--- config.mk ---
export PLATFORM = sky130hd
export DESIGN_NAME = opnd_resolver
export DESIGN_NICKNAME = d
export VERILOG_FILES = /design/src/rtl/opnd_pkg.sv /design/src/rtl/opnd_gpr_decode.sv /design/src/rtl/opnd_sreg_decode.sv /design/src/rtl/opnd_ea_calc.sv /design/src/rtl/opnd_seg_pick.sv /design/src/rtl/opnd_resolver.sv
export SDC_FILE = /design/constraint.sdc
export NUM_CORES = 1
export LEC_CHECK = 0
export ABC_AREA = 1
export ABC_CLOCK_PERIOD_IN_PS = 6400
export BUFFER_PORTS_ARGS = -buffer_cell sky130_fd_sc_hd__buf_4
export CORE_MARGIN = 5
export CORE_UTILIZATION = 29
export DETAILED_ROUTE_END_ITERATION = 6
export GPL_TIMING_DRIVEN = 0
export SLEW_MARGIN = 10
export SYNTH_ARGS = -nofsm -noshare
export SYNTH_HDL_FRONTEND = slang
export SYNTH_SLANG_ARGS = --single-unit
--- constraint.sdc ---
create_clock -name vclk -period 6.4
set_input_delay 1.92 -clock vclk [all_inputs]
set_output_delay 1.92 -clock vclk [all_outputs]
set_load 0.005 [all_outputs]
--- src/rtl/opnd_pkg.sv ---
package opnd_pkg;
    localparam int XLEN       = 32;
    localparam int NARROW_W   = 16;
    localparam int CODE_W     = 3;
    localparam int SCALE_W    = 2;
    localparam int NUM_RESULT = 4;

    typedef enum logic [2:0] {
        SK_NONE   = 3'd0,
        SK_GPR    = 3'd1,
        SK_SREG   = 3'd2,
        SK_IMM    = 3'd3,
        SK_IND    = 3'd4,
        SK_IND_NB = 3'd5,
        SK_DIRECT = 3'd6,
        SK_RSVD   = 3'd7
    } src_kind_e;

    typedef enum logic [1:0] {
        SZ_BYTE  = 2'd0,
        SZ_WORD  = 2'd1,
        SZ_DWORD = 2'd2,
        SZ_RSVD  = 2'd3
    } op_size_e;

    typedef enum logic [1:0] {
        LN_LO8 = 2'd0,
        LN_HI8 = 2'd1,
        LN_W16 = 2'd2,
        LN_D32 = 2'd3
    } lane_e;

    localparam logic [CODE_W-1:0] SEG_SS    = 3'd2;
    localparam logic [CODE_W-1:0] SEG_DS    = 3'd3;
    localparam logic [CODE_W-1:0] SEG_LAST  = 3'd5;
    localparam logic [CODE_W-1:0] GPR_SP    = 3'd4;
    localparam logic [CODE_W-1:0] GPR_BP    = 3'd5;

    typedef struct packed {
        logic              en;
        logic [CODE_W-1:0] idx;
        lane_e             lane;
        logic              bad;
    } gpr_sel_t;

    typedef struct packed {
        logic              en;
        logic [CODE_W-1:0] idx;
        logic              bad;
    } seg_sel_t;

    // Keep the full value on the wide model, only the low half on the narrow one.
    function automatic logic [XLEN-1:0] fit_model(input logic [XLEN-1:0] v, input logic wide);
        logic [XLEN-1:0] r;
        r = v;
        if (!wide) r = {{(XLEN-NARROW_W){1'b0}}, v[NARROW_W-1:0]};
        return r;
    endfunction

    function automatic logic is_stack_base(input logic [CODE_W-1:0] code);
        return (code == GPR_SP) || (code == GPR_BP);
    endfunction

    function automatic logic is_mem_kind(input src_kind_e k);
        return (k == SK_IND) || (k == SK_IND_NB) || (k == SK_DIRECT);
    endfunction
endpackage

--- src/rtl/opnd_gpr_decode.sv ---
module opnd_gpr_decode
    import opnd_pkg::*;
(
    input  logic [CODE_W-1:0] code,
    input  op_size_e          size,
    input  logic              wide,
    output gpr_sel_t          sel
);
    always_comb begin
        sel = '{en: 1'b0, idx: '0, lane: LN_LO8, bad: 1'b0};
        unique case (size)
            SZ_BYTE: begin
                sel.en   = 1'b1;
                sel.idx  = {1'b0, code[CODE_W-2:0]};
                sel.lane = code[CODE_W-1] ? LN_HI8 : LN_LO8;
            end
            SZ_WORD: begin
                sel.en   = 1'b1;
                sel.idx  = code;
                sel.lane = LN_W16;
            end
            SZ_DWORD: begin
                if (wide) begin
                    sel.en   = 1'b1;
                    sel.idx  = code;
                    sel.lane = LN_D32;
                end else begin
                    sel.bad  = 1'b1;
                end
            end
            default: sel.bad = 1'b1;
        endcase
    end

    always_comb begin
        p_hi_lane_byte_r2: assert (!(sel.en && sel.lane == LN_HI8) || size == SZ_BYTE)
            else $error("high-byte lane at non-byte size");
        p_byte_idx_low_r1: assert (!(sel.en && size == SZ_BYTE) || !sel.idx[CODE_W-1])
            else $error("byte select outside registers 0..3");
        p_d32_needs_wide_r4: assert (!(sel.en && sel.lane == LN_D32) || wide)
            else $error("32-bit lane on narrow model");
        p_en_xor_bad_r4: assert (!(sel.en && sel.bad))
            else $error("register select both granted and refused");
    end
endmodule

--- src/rtl/opnd_sreg_decode.sv ---
module opnd_sreg_decode
    import opnd_pkg::*;
(
    input  logic [CODE_W-1:0] code,
    input  op_size_e          size,
    input  logic              wide,
    output seg_sel_t          sel
);
    logic legal_code;

    always_comb begin
        legal_code = (code <= SEG_DS) || (wide && code <= SEG_LAST);
        sel.idx    = code;
        sel.en     = (size == SZ_WORD) && legal_code;
        sel.bad    = !sel.en;
    end

    always_comb begin
        p_seg_word_only_r5: assert (!sel.en || size == SZ_WORD)
            else $error("segment read at non-word size");
        p_seg_model_gate_r5: assert (!sel.en || wide || sel.idx <= SEG_DS)
            else $error("extra segment granted on narrow model");
    end
endmodule

--- src/rtl/opnd_ea_calc.sv ---
module opnd_ea_calc
    import opnd_pkg::*;
#(
    parameter int AW = XLEN
) (
    input  src_kind_e           kind,
    input  logic                wide,
    input  logic                idx_present,
    input  logic [AW-1:0]       idx_val,
    input  logic                base_present,
    input  logic [AW-1:0]       base_val,
    input  logic [SCALE_W-1:0]  scale,
    input  logic [AW-1:0]       disp,
    output logic [AW-1:0]       offset
);
    localparam int SHIFTS = 1 << SCALE_W;

    logic [AW-1:0] idx_fit, base_fit, disp_fit;
    logic [AW-1:0] shifted [SHIFTS];
    logic [AW-1:0] idx_term, base_term, sum;
    logic          use_idx, use_base;

    always_comb begin
        idx_fit  = fit_model(idx_val, wide);
        base_fit = fit_model(base_val, wide);
        disp_fit = fit_model(disp, wide);
    end

    for (genvar s = 0; s < SHIFTS; s++) begin : g_scale
        assign shifted[s] = idx_fit << s;
    end

    always_comb begin
        use_idx   = idx_present && (kind == SK_IND || kind == SK_IND_NB);
        use_base  = base_present && (kind == SK_IND);
        idx_term  = '0;
        if (use_idx) idx_term = wide ? shifted[scale] : idx_fit;
        base_term = use_base ? base_fit : '0;
        sum       = idx_term + base_term + disp_fit;
        offset    = fit_model(sum, wide);
    end

    always_comb begin
        p_wrap16_r9: assert (wide || offset[AW-1:NARROW_W] == '0)
            else $error("narrow offset exceeds 16 bits");
    end
endmodule

--- src/rtl/opnd_seg_pick.sv ---
module opnd_seg_pick
    import opnd_pkg::*;
(
    input  src_kind_e          kind,
    input  logic               ovr_valid,
    input  logic [CODE_W-1:0]  ovr_code,
    input  logic               base_present,
    input  logic [CODE_W-1:0]  base_code,
    output logic [CODE_W-1:0]  seg
);
    logic stack_default;

    always_comb begin
        stack_default = (kind == SK_IND) && base_present && is_stack_base(base_code);
        if (ovr_valid) seg = ovr_code;
        else           seg = stack_default ? SEG_SS : SEG_DS;
    end

    always_comb begin
        p_override_wins_r11: assert (!ovr_valid || seg == ovr_code)
            else $error("override not applied");
        p_default_pair_r11: assert (ovr_valid || seg == SEG_SS || seg == SEG_DS)
            else $error("default segment outside stack/data");
    end
endmodule

--- src/rtl/opnd_resolver.sv ---
module opnd_resolver
    import opnd_pkg::*;
(
    input  logic [2:0]  src_kind,
    input  logic [2:0]  reg_code,
    input  logic [1:0]  op_size,
    input  logic        mode32,
    input  logic        idx_present,
    input  logic [31:0] idx_val,
    input  logic        base_present,
    input  logic [2:0]  base_code,
    input  logic [31:0] base_val,
    input  logic [1:0]  scale,
    input  logic [31:0] disp,
    input  logic [31:0] imm,
    input  logic        seg_ovr_valid,
    input  logic [2:0]  seg_ovr_code,
    output logic        gpr_rd_en,
    output logic [2:0]  gpr_rd_idx,
    output logic [1:0]  gpr_lane,
    output logic        sreg_rd_en,
    output logic [2:0]  sreg_rd_idx,
    output logic        imm_valid,
    output logic [31:0] imm_data,
    output logic        mem_req,
    output logic [2:0]  mem_seg,
    output logic [31:0] mem_offset,
    output logic        opnd_invalid
);
    src_kind_e       kind;
    op_size_e        size;
    gpr_sel_t        gsel;
    seg_sel_t        ssel;
    logic [XLEN-1:0] ea;
    logic [CODE_W-1:0] seg;

    assign kind = src_kind_e'(src_kind);
    assign size = op_size_e'(op_size);

    opnd_gpr_decode u_gpr (
        .code (reg_code),
        .size (size),
        .wide (mode32),
        .sel  (gsel)
    );

    opnd_sreg_decode u_sreg (
        .code (reg_code),
        .size (size),
        .wide (mode32),
        .sel  (ssel)
    );

    opnd_ea_calc #(.AW(XLEN)) u_ea (
        .kind         (kind),
        .wide         (mode32),
        .idx_present  (idx_present),
        .idx_val      (idx_val),
        .base_present (base_present),
        .base_val     (base_val),
        .scale        (scale),
        .disp         (disp),
        .offset       (ea)
    );

    opnd_seg_pick u_seg (
        .kind         (kind),
        .ovr_valid    (seg_ovr_valid),
        .ovr_code     (seg_ovr_code),
        .base_present (base_present),
        .base_code    (base_code),
        .seg          (seg)
    );

    always_comb begin
        opnd_invalid = (kind == SK_RSVD)
                    || (kind == SK_GPR  && gsel.bad)
                    || (kind == SK_SREG && ssel.bad);
        gpr_rd_en    = (kind == SK_GPR)  && gsel.en;
        gpr_rd_idx   = gsel.idx;
        gpr_lane     = gsel.lane;
        sreg_rd_en   = (kind == SK_SREG) && ssel.en;
        sreg_rd_idx  = ssel.idx;
        imm_valid    = (kind == SK_IMM);
        imm_data     = imm;
        mem_req      = is_mem_kind(kind);
        mem_seg      = seg;
        mem_offset   = ea;
    end

    always_comb begin
        p_one_result_r12: assert ($onehot0({gpr_rd_en, sreg_rd_en, imm_valid, mem_req}))
            else $error("more than one result kind active");
        p_invalid_quiet_r12: assert (!opnd_invalid ||
                                     !(gpr_rd_en || sreg_rd_en || imm_valid || mem_req))
            else $error("result produced for invalid descriptor");
        p_seg_grant_range_r5: assert (!sreg_rd_en || sreg_rd_idx <= SEG_LAST)
            else $error("segment index out of range");
    end
endmodule

# [After elaboration in Yosys (flattened, before gate mapping)]
# Index checks and enable logic that the tools add are counted.
[word_totals] wordCells=52 regBits=0
[classes] bitwise_logic=1 magnitude_cmp=3 mux=17 addsub=2 reduce_logical=18 n_eq_ne=11
[op_table] cell="$mux 32" n=9
[op_table] cell="$add 32x32->32" n=2
[op_table] cell="$bmux 32 s2" n=1
[op_table] cell="$eq 3x3->1 const B" n=6
[op_table] cell="$pmux 6 s3" n=1
[op_table] cell="$logic_and 1x1->1" n=9
[op_table] cell="$eq 3x2->1 const B" n=2
[op_table] cell="$logic_or 1x1->1" n=6
[op_table] cell="$mux 6" n=1
[op_table] cell="$eq 3x1->1 const B" n=1
[op_table] cell="$ge 3x3->1 const B" n=1
[op_table] cell="$le 3x2->1 const B" n=1
[op_table] cell="$le 3x3->1 const B" n=1
[op_table] cell="$mux 1" n=3
[op_table] cell="$mux 3" n=1
[op_table] cell="$not 2->3" n=1
[op_table] cell="$eq 2x1->1 const B" n=1
[op_table] cell="$eq 2x2->1 const B" n=1
[op_table] cell="$logic_not 2->1" n=1
[op_table] cell="$pmux 1 s2" n=1
[op_table] cell="$reduce_or 2->1" n=1
[op_table] cell="$logic_not 1->1" n=1

# [Logic depth before layout (Yosys ltp)]
# Gate-level depths: netlist of the first run.
[depth] depth_word=9 ltp_mapped=22 mapped_depth_nobuf=21

# [By module]
# A second synthesis of the first run with hierarchy kept.
[hier_totals] hier_cells=905 hier_area_um2=4885.9
[modules_own_cells] module="opnd_ea_calc" seq_area_each_um2=0.0 area_per_inst_um2=4385.5 instances=1 cells_per_inst=820
[modules_own_cells] module="opnd_resolver" seq_area_each_um2=0.0 area_per_inst_um2=315.3 instances=1 cells_per_inst=45
[modules_own_cells] module="opnd_gpr_decode" seq_area_each_um2=0.0 area_per_inst_um2=76.3 instances=1 cells_per_inst=17
[modules_own_cells] module="opnd_sreg_decode" seq_area_each_um2=0.0 area_per_inst_um2=60.1 instances=1 cells_per_inst=11
[modules_own_cells] module="opnd_seg_pick" seq_area_each_um2=0.0 area_per_inst_um2=48.8 instances=1 cells_per_inst=12

# [Least setup slack after synthesis of the first run]
# No wires, ideal clock.
[synth_timing] kind="input to output" from="in mode32" to="out mem_offset[21]" cell_stages=19 arrival_time_ps=4478 slack_ps=2 path_cell_list="buf_4 > buf_2 > buf_2 > o22ai_1 > nand2_1 > fa_1 > inv_1 > ha_1 > fa_1 > nand2_1 > nand2_1 > and2_4 > nand3_1 > nand3_1 > nand2_1 > nand2_1 > nand2_1 > nand2_1 > nor2_1"
[synth_via] elab_chain_cells=9 elab_cells_between_ends=12 classes_between="2 x add/sub; 10 x mux"
[synth_rtl] item="from (decl)" line_no="opnd_resolver.sv:7" rtl="input logic mode32,"
[synth_rtl] item="$mux 32" line_no="opnd_pkg.sv:56" rtl="if (!wide) r = {{(XLEN-NARROW_W){1'b0}}, v[NARROW_W-1:0]};"
[synth_rtl] item="$bmux 32 s2" line_no="opnd_ea_calc.sv:37" rtl="if (use_idx) idx_term = wide ? shifted[scale] : idx_fit;"
[synth_rtl] item="$mux 32 (not written as such) (2 in a row)" line_no="opnd_ea_calc.sv:37"
[synth_rtl] item="$mux 32 (2 in a row)" line_no="opnd_ea_calc.sv:37"
[synth_rtl] item="$add 32x32->32 (2 in a row)" line_no="opnd_ea_calc.sv:39" rtl="sum = idx_term + base_term + disp_fit;"
[synth_rtl] item="$mux 32 (*)" line_no="opnd_pkg.sv:56"
[synth_rtl] item="to (decl)" line_no="opnd_resolver.sv:27" rtl="output logic [31:0] mem_offset,"
# Every way passes the cells marked *; elsewhere a longest branch is shown, timed or not. The select of a mux whose other input is x is not followed.

# [Worst setup path after layout of the first run]
[layout_timing] from="in mode32" to="out mem_offset[31]"
# Same word-level chain as after synthesis.

==> metrics.md, run 1 <==
| Metric | Value |
|---|---|
| PD cells | 63.93 mW/mm^2 |
| Avg Cell Area, Syn | 5.524 sq um |
| Core Rows | 45 |
| Hold depth | 2 |
| Initial Utilization | 29.61% |
| Number of buffers added on ports | 194 |
| Placed cells | 1197 |
| Rel. slew slack | 59.96% |
| Tot GR Track Use | 19.38% |
| RSZ-0062 raised after global routing | yes |
| DP Wirelength | 14.55 mm |
| IO Pins | 228 |
| CLK BUF | 0 |
| Sequential-to-total area share from yosys stat | 0% |
| Top post-synthesis cells by count | nand2_1, inv_1, nor2_1 |
| Seq Cell Count | 0 |
| Yosys warnings | 0 |
| Die height | 134.6 um |
| Initial antenna violation count | 0 |
| Detailed Route WL | 19.80 mm |
| Total gr overflow | 0 |
| Final Critical Period | 6.610 ns |
| Via count | 6091 |
| Failing checks | setup timing |
| Drt wl/cell | 15.60 um |
| Setup slack at placement | -0.9090 ns |
| Largest area contributor in the netlist | nand2_1 |
| Number of global-route vias before repair | 6073 |
| Post-DP Area | 0.006193 sq mm |
| Post-synth cell types | 38 |
| CP max FO | 5 |
| Hold WC Path Type | input port to output port |
| Worst Setup Start Kind | input port |
| Highest clock rate | 151.3 MHz |
| Fillcell total | 1411 |
| Fin crit share | 103.3% |
| Final nets | 1293 |
| Vias/cell | 4.800 |
| Critical path capture point type | output port |
| CP arrival | 4.69 ns |
| Core footprint | 0.01520 sq mm |
| Synth Cell Area | 0.004502 sq mm |
| Pins Over Slew Limit | 0 |
| DRC Markers | 0 |
| Die Width | 134.6 um |
| Critical path type | input port to output port |
| Cells after Synth | 815 |
| Ant diodes | 0 |
| Synth top area cells | nand2_1, fa_1, inv_1, ha_1, buf_4 |
| Maximum vdd ir drop | 0.02957 mV |
| DRT iter0 DRCs | 351 |
| CP Data Required Time | 4.48 ns |
| Crit. Startpoint | mode32 |
| Top cell type's share of synthesized area | 22.93% |
| Antenna Nets Post-Route | 0 |
| First-pass GRT wire length | 29.28 mm |
| Final setup fails | 23 |
| Status | finished with violations |
| Most frequent cell after synthesis | nand2_1 |
| HP Start | imm[25] |
| CTS Hold Bufs | 0 |
| Share of cells above drive strength 1 | 57.91% |
| Register Area | 0 sq um |
| Synth-to-layout area growth | 96.16% |
| TritonRoute pass-1 iters | 4 |
| Post-Layout Cell Count | 1269 |
| Fin area | 0.008831 sq mm |
| LEAKAGE | 4.582 nW |
| Max-cap check violation count | 0 |
| Worst-Margin Slew | 0.5952 ns |
| Syn_nets | 1025 |
| Final hold violation count | 0 |
| Final Wtd Congestion | 0.8888 |
| Worst setup margin | -0.2101 ns |
| Total power | 0.5645 mW |
| Die ar. | 0.01812 sq mm |
| Largest net degree at the start of global routing | 11 |
==> cell usage in the layout (no fill, tap or decap), types with 4 or more instances in the layout <==
cell | Yosys | final
o21ai_2 | 0 | 9
ha_4 | 0 | 29
nand2_1 | 275 | 184
nor2_2 | 2 | 20
inv_1 | 153 | 124
and2_4 | 2 | 4
nor2_4 | 2 | 17
nand4_1 | 5 | 5
a21oi_4 | 0 | 10
inv_4 | 0 | 5
nor2_1 | 74 | 41
a22oi_1 | 10 | 4
o21ai_0 | 25 | 5
xor2_1 | 13 | 7
a221oi_2 | 0 | 4
buf_4 | 39 | 280
fa_1 | 32 | 29
xor2_2 | 0 | 6
nand3_1 | 39 | 13
a21oi_2 | 0 | 17
o2111ai_4 | 0 | 5
inv_2 | 3 | 25
a21oi_1 | 37 | 10
nand2_2 | 0 | 63
nand2_4 | 0 | 27
a22oi_2 | 0 | 6
nand3_4 | 0 | 7
buf_6 | 0 | 15
buf_12 | 0 | 8
mux2i_1 | 7 | 5
o21ai_1 | 0 | 8
nand3_2 | 2 | 21
buf_8 | 0 | 11
==> cells by family after synthesis <==
| group | synth area share (%) |
|---|---|
| multiplexers | 1.556 |
| buffers and inverters | 21.18 |
| AND/OR/NAND/NOR | 38.66 |
| XOR/XNOR | 2.529 |
| adder cells (fa/ha/maj) | 22.57 |
| AO/OA/AOI/OAI | 13.51 |
==> worst max-delay path, stage by stage <==
cell and delay [ns]:
buf_8 0.08, clkinvlp_4 0.14, buf_4 0.18, nor2_4 0.19
clkbuf_16 0.19, nand3_2 0.13, fa_1 0.52, inv_1 0.07
ha_4 0.30, nand2_2 0.09, nor3_4 0.18, nand2_2 0.09
inv_1 0.06, nand2_1 0.06, nand2_2 0.08, a21oi_4 0.04
nand2_1 0.06, nand2_1 0.05, nor2_2 0.10, buf_4 0.12
==> cell type report <==
| type | count | area, sq um | area share, % |
|---|---|---|---|
| buffer | 53 | 493.0 | 5.582 |
| inverter | 156 | 609.3 | 6.900 |
| multi-input combinational | 604 | 5288 | 59.88 |
| tap | 188 | 235.2 | 2.664 |
| timing repair buffer | 268 | 2206 | 24.98 |
==> worst paths after layout <==
kind / to / slack [ns]
min: imm_data[25] / 4.01
max: mem_offset[31] / -0.21
==> metrics by stage <==
step | utilization (%) | setup TNS [ns] | hold WS [ns]
after floorplan | - | 0 | 3.874
after global placement | 40.74 | -16.72 | 4.007
after detailed placement | 40.74 | -17.41 | 4.007
after CTS | 50.54 | -3.294 | 4.007
after global routing | 58.09 | -5.861 | 4.009
final | 58.09 | -2.985 | 4.006
==> repair_timing <==
action,4_1_cts,5_1_grt
gates resized for setup,257,233
gates cloned,2,4
endpoints found under the setup margin,29,26
pin swaps,65,127
setup buffers,43,25
hold endpoints to repair,0,0
==> metal layers <==
layer | up-vias | share of wire (%) | GRT usage [%]
met3 | 37 | 5.1 | 1.528
met2 | 220 | 51 | 35.53
met4 | 0 | 2.8 | 5.147
met5 | - | 0 | 0
met1 | 2797 | 41 | 24.42
li1 | 3037 | - | -
==> report_power, final <==
part           internal [mW]  leakage (nW)  switching, mW
sequential                 0             0              0
clock                      0             0              0
combinational          0.281          4.58          0.283
total                  0.281          4.58          0.283
Power figures use the tool's default switching activity.
==> run 2, diff against run 1 <==
Settings changed: ABC_CLOCK_PERIOD_IN_PS 6400 to 7500.
Clock period 6.4 ns to 7.5 ns, I/O delays scaled along.
==> run 2 against run 1 <==
Against the previous run: the flow now finishes without violations; non-clock buffer count shrank 53; critical path depth down 2; global-route usage shrank 1.8 points; sequential cell count did not move; count of clock-buffer cells in the layout did not move; hold slack gained 0.66 ns; first-iteration DRC count shrank 15%; design area is 18% lower; routed wire length decreased by 11%; via count is 5.6% lower; die area did not move; sequential share of layout area did not move; largest power group unchanged.
==> metrics.md, run 2 (synthesis results as in run 1) <==
| Metric | Value |
|---|---|
| Status | completed |
| Share of cells above drive strength 1 | 39.98% (-18 points) |
| Final Critical Period | 7.370 ns |
| Maximum vdd ir drop | 0.02097 mV (-29%) |
| IO Pins | 228 (unchanged) |
| Tot GR Track Use | 17.53% (-1.8 points) |
| Hold depth | 2 (unchanged) |
| Post-DP Area | 0.006193 sq mm (unchanged) |
| Fin area | 0.007202 sq mm (-18%) |
| Placed cells | 1197 (unchanged) |
| Final Wtd Congestion | 0.8888 (unchanged) |
| Register Area | 0 sq um (unchanged) |
| Critical path type | input port to output port |
| Die ar. | 0.01812 sq mm (unchanged) |
| Fillcell total | 1607 (+14%) |
| CLK BUF | 0 (unchanged) |
| PD cells | 51.12 mW/mm^2 (-20%) |
| Final setup fails | 0 (-100%) |
| Seq Cell Count | 0 (unchanged) |
| Worst-Margin Slew | 0.6237 ns (+0.02844 ns) |
| Setup slack at placement | -0.4690 ns (+0.4400 ns) |
| Vias/cell | 4.729 (-1.5%) |
| Largest net degree at the start of global routing | 11 (unchanged) |
| M3 GR Usage | 1.379% (-0.15 points) |
| GRT met1 Usage | 23.19% (-1.2 points) |
| Number of global-route vias before repair | 5613 (-7.6%) |
| Final nets | 1240 (-4.1%) |
| Setup TNS | 0 ns (+2.985 ns) |
| TritonRoute pass-1 iters | 5 (+1) |
| First-pass GRT wire length | 26.61 mm (-9.1%) |
| Pins Over Slew Limit | 0 (unchanged) |
| Max-cap check violation count | 0 (unchanged) |
| Critical path capture point type | output port |
| Number of buffers added on ports | 194 (unchanged) |
| Die height | 134.6 um (unchanged) |
| Total gr overflow | 0 (unchanged) |
| HP Start | imm[25] |
| Post-Layout Cell Count | 1216 (-4.2%) |
| LEAKAGE | 3.980 nW (-13%) |
| CP max FO | 10 (+5) |
| Area of the multi-input gates | 0.004283 sq mm (-19%) |
| Initial antenna violation count | 0 (unchanged) |
| Antenna Nets Post-Route | 0 (unchanged) |
| Commonest non-fill, non-tap cell in the layout | buf_4 |
| Fin crit share | 98.26% |
| Worst Setup Start Kind | input port |
| Die Width | 134.6 um (unchanged) |
| Most frequent cells in the layout | buf_4, nand2_1, inv_1, nor2_1 |
| DRT iter0 DRCs | 299 (-15%) |
| DP Wirelength | 14.55 mm (unchanged) |
| Core footprint | 0.01520 sq mm (unchanged) |
| Busiest grt layer | met2 |
| Final hold violation count | 0 (unchanged) |
| CP Data Required Time | 5.25 ns (+0.77 ns) |
| Ant diodes | 0 (unchanged) |
| Hold WC Path Type | input port to output port |
| CP arrival | 5.12 ns (+0.43 ns) |
| Initial Utilization | 29.61% (unchanged) |
| Rel. slew slack | 58.05% (-1.9 points) |
| Highest clock rate | 135.7 MHz |
| Worst setup margin | 0.1302 ns (+0.3402 ns) |
| Routing usage on met2 | 31.70% (-3.8 points) |
| Via count | 5750 (-5.6%) |
| DRC Markers | 0 (unchanged) |
| Worst Hold End | imm_data[25] |
| CTS Hold Bufs | 0 (unchanged) |
| Core Rows | 45 (unchanged) |
| Drt wl/cell | 14.49 um (-7.2%) |
| Detailed Route WL | 17.62 mm (-11%) |
| Synth-to-layout area growth | 59.98% |
run 2: power by group:
| part | total, mW | switching (mW) | internal (mW) | leakage, nW |
|---|---|---|---|---|
| sequential | 0 | 0 | 0 | 0 |
| combinational | 0.368 | 0.185 | 0.183 | 3.98 |
| clock | 0 | 0 | 0 | 0 |
| total | 0.368 | 0.185 | 0.183 | 3.98 |
run 2: worst max-delay path, stage by stage:
cell and delay (ns):
buf_4 0.14, buf_8 0.15, buf_6 0.15, nand2_1 0.07
o21ai_1 0.10, a211oi_2 0.29, fa_2 0.53, fa_2 0.42
nand2_2 0.07, nand2_2 0.07, nand3b_1 0.10, nand2_2 0.09
nand2_1 0.08, nand2_2 0.09, a21oi_2 0.17, nor2_1 0.05
nor2_1 0.15, buf_4 0.14
run 2: metrics by stage:
| stage | utilization (%) | power [mW] | hold slack, ns |
|---|---|---|---|
| after floorplan | - | 0.1572 | 4.534 |
| after global routing | 47.37 | 0.4050 | 4.669 |
| after global placement | 40.74 | 0.3017 | 4.667 |
| after CTS | 42.72 | 0.3213 | 4.667 |
| after detailed placement | 40.74 | 0.3033 | 4.667 |
| final | 47.37 | 0.3682 | 4.666 |
run 2: routing by layer:
metal	share of wire, %	vias up
met2	49	192
met1	43	2599
met3	5.4	24
met5	0	-
li1	-	2935
met4	2.0	0
run 2: layout make-up:
cell class	instances	area share, %
Timing Repair Buffer	213	22.45
Multi-Input combinational cell	604	59.47
Tap cell	188	3.266
Buffer	55	6.445
Inverter	156	8.374
run 2: worst max path at each step:
stage / from / to / slack (ns) / depth (start not counted)
floorplan: mode32 / mem_offset[21] / 0.44 / 19
global placement: mode32 / mem_offset[21] / -0.43 / 18
detailed placement: mode32 / mem_offset[31] / -0.47 / 18
CTS: scale[0] / mem_offset[27] / 0.004 / 20
global route: scale[0] / mem_offset[24] / -0.07 / 19
finish: scale[0] / mem_offset[19] / 0.13 / 18
run 2: repair_timing:
action / in CTS / in global routing
pin swaps: 13 / 34
buffers inserted: 6 / 11
gates resized for setup: 66 / 145
setup endpoints to repair: 22 / 22
gates cloned: 0 / 2
==> run 3, diff against run 2 <==
Settings changed: ABC_CLOCK_PERIOD_IN_PS 7500 to default, BUFFER_PORTS_ARGS -buffer_cell sky130_fd_sc_hd__buf_4 to default, DONT_BUFFER_PORTS from default to 1.
==> run 3 against run 2 <==
Against the previous run: sequential share of layout area unchanged; critical path depth decreased by 2; design area decreased by 29%; cell count decreased by 17%; via count decreased by 14%; maximum frequency increased by 0.36%; routed wire length decreased by 11%; critical path type unchanged.
==> metrics.md, run 3 (synthesis results as in run 1) <==
| Metric | Value |
|---|---|
| Status | completed |
| Largest net degree at the start of global routing | 11 (unchanged) |
| Drt wl/cell | 15.67 um (+8.2%) |
| CP arrival | 5.09 ns (-0.03 ns) |
| Highest clock rate | 136.2 MHz (+0.36%) |
| Vias/cell | 4.921 (+4.1%) |
| Antenna Nets Post-Route | 0 (unchanged) |
| Initial Utilization | 29.61% (unchanged) |
| Total gr overflow | 0 (unchanged) |
| Clock network fraction of total power | 0% (unchanged) |
| Comb power frac | 100.0% (about the same) |
| TritonRoute pass-1 iters | 7 (+2) |
| Core footprint | 0.01520 sq mm (unchanged) |
| Number of buffers added on ports | 0 (-100%) |
| Share of cells above drive strength 1 | 16.52% (-23 points) |
| DP Wirelength | 13.93 mm (-4.2%) |
| Most frequent cells in the layout | nand2_1, inv_1, nor2_1, buf_4, nand3_1 |
| Via count | 4946 (-14%) |
| DRC Markers | 0 (unchanged) |
| Most repeated library cell on the critical path | nand2_1 |
| Max-cap check violation count | 0 (unchanged) |
| Worst-Margin Slew | 0.5780 ns (-0.04565 ns) |
| Internal Dissipation | 0.08384 mW (-54%) |
| DRT iter0 DRCs | 326 (+9.0%) |
| CP Cell Sequence | buf_4 > buf_4 > nand2_1 > o21ai_0 > a221oi_2 > fa_1 > ha_1 > or2_1 > and2_4 > nand3_1 > nand3_2 > nand2_1 > nand2_1 > nand2_1 > nand2_1 > nor2_2 |
| Final nets | 1029 (-17%) |
| Detailed Route WL | 15.75 mm (-11%) |
| Ant diodes | 0 (unchanged) |
| Fin crit share | 97.91% (-0.35 points) |
| NetSw | 0.1436 mW (-22%) |
| CLK BUF | 0 (unchanged) |
| Initial antenna violation count | 0 (unchanged) |
| Setup slack at placement | -0.3048 ns (+0.1642 ns) |
| CTS Hold Bufs | 0 (unchanged) |
| Number of global-route vias before repair | 4663 (-17%) |
| Rel. slew slack | 61.12% (+3.1 points) |
| Final Wtd Congestion | 0.8800 (-0.99%) |
| Fillcell total | 1761 (+9.6%) |
| Final hold violation count | 0 (unchanged) |
| RSZ-0062 raised after global routing | yes |
| Register Area | 0 sq um (unchanged) |
| Final Critical Period | 7.344 ns (-0.02626 ns) |
| Synth-to-layout area growth | 13.01% |
| Seq Cell Count | 0 (unchanged) |
| CP Data Required Time | 5.25 ns (about the same) |
| Hold WC Path Type | input port to output port |
| Die height | 134.6 um (unchanged) |
| First-pass GRT wire length | 24.26 mm (-8.8%) |
| Pins Over Slew Limit | 0 (unchanged) |
| Seq pwr share | 0% (unchanged) |
| CP max stage cell | fa_1 |
| PD cells | 44.71 mW/mm^2 (-13%) |
| LEAKAGE | 2.863 nW (-28%) |
| Worst Setup Start Kind | input port |
| Die ar. | 0.01812 sq mm (unchanged) |
| Core Rows | 45 (unchanged) |
| Slowest stage delay, CP | 0.46 ns (-0.07 ns) |
| Maximum vdd ir drop | 0.01489 mV (-29%) |
| Critical path type | input port to output port |
| Switch share | 63.14% (+13 points) |
| Tot GR Track Use | 16.40% (-1.1 points) |
| Worst setup margin | 0.1564 ns (+0.02626 ns) |
| Critical path capture point type | output port |
| Final setup fails | 0 (unchanged) |
| Fin util | 33.47% (-14 points) |
| CP max FO | 10 (unchanged) |
| Commonest non-fill, non-tap cell in the layout | nand2_1 |
| IO Pins | 228 (unchanged) |
| Die Width | 134.6 um (unchanged) |
run 3: final timing paths:
path	startpoint	to	slack, ns	cells after the start
setup / recovery	scale[0]	mem_offset[21]	0.16	16
hold / removal	src_kind[1]	gpr_rd_en	4.54	1
run 3: routing by layer:
layer  GRT usage [%]  vias up  routed length, um
met3           2.534       12               1203
met2           27.96      191               7299
met1           22.49     2229               6987
met4           2.206        0                261
met5               0        -                  0
li1                -     2514                  -
run 3: area by class of cell:
| type | count | area [sq um] | share of cell area, % |
|---|---|---|---|
| Buffer | 55 | 400.4 | 7.870 |
| Multi-Input combinational cell | 604 | 3847 | 75.63 |
| Tap cell | 188 | 235.2 | 4.624 |
| Timing Repair Buffer | 2 | 15.01 | 0.2951 |
| Inverter | 156 | 589.3 | 11.58 |
run 3: metrics by stage:
stage | cells | hold WS, ns | cell area (sq um) | power [mW] | setup TNS [ns]
after detailed placement | 1003 | 4.540 | 4737 | 0.2056 | -2.083
after global routing | 1005 | 4.542 | 5087 | 0.2575 | -0.1658
after global placement | 1003 | 4.541 | 4737 | 0.2047 | -2.067
after CTS | 1003 | 4.540 | 4808 | 0.2102 | 0
after floorplan | 815 | 4.534 | 4502 | 0.1572 | 0
final | 1005 | 4.539 | 5087 | 0.2274 | 0
run 3: repair_timing:
action,4_1_cts,5_1_grt
setup endpoints to repair,16,20
pin swaps,1,10
resized for setup,19,77
setup buffers,0,2
gates cloned,0,0
run 3: power groups by stage:
| stage | Clock (mW) | Sequential [mW] | Combinational, mW |
|---|---|---|---|
| after floorplan | 0 | 0 | 0.157 |
| after global placement | 0 | 0 | 0.205 |
| after detailed placement | 0 | 0 | 0.206 |
| after CTS | 0 | 0 | 0.210 |
| after global routing | 0 | 0 | 0.257 |
| final | 0 | 0 | 0.227 |
run 3: critical path, delay by kind of cell:
| family | cells | cell delay, ns |
|---|---|---|
| buffers and inverters | 2 | 0.36 |
| AOI/OAI and AO/OA | 2 | 0.53 |
| adders and majority gates | 2 | 0.81 |
| and+or+nand+nor | 10 | 1.14 |
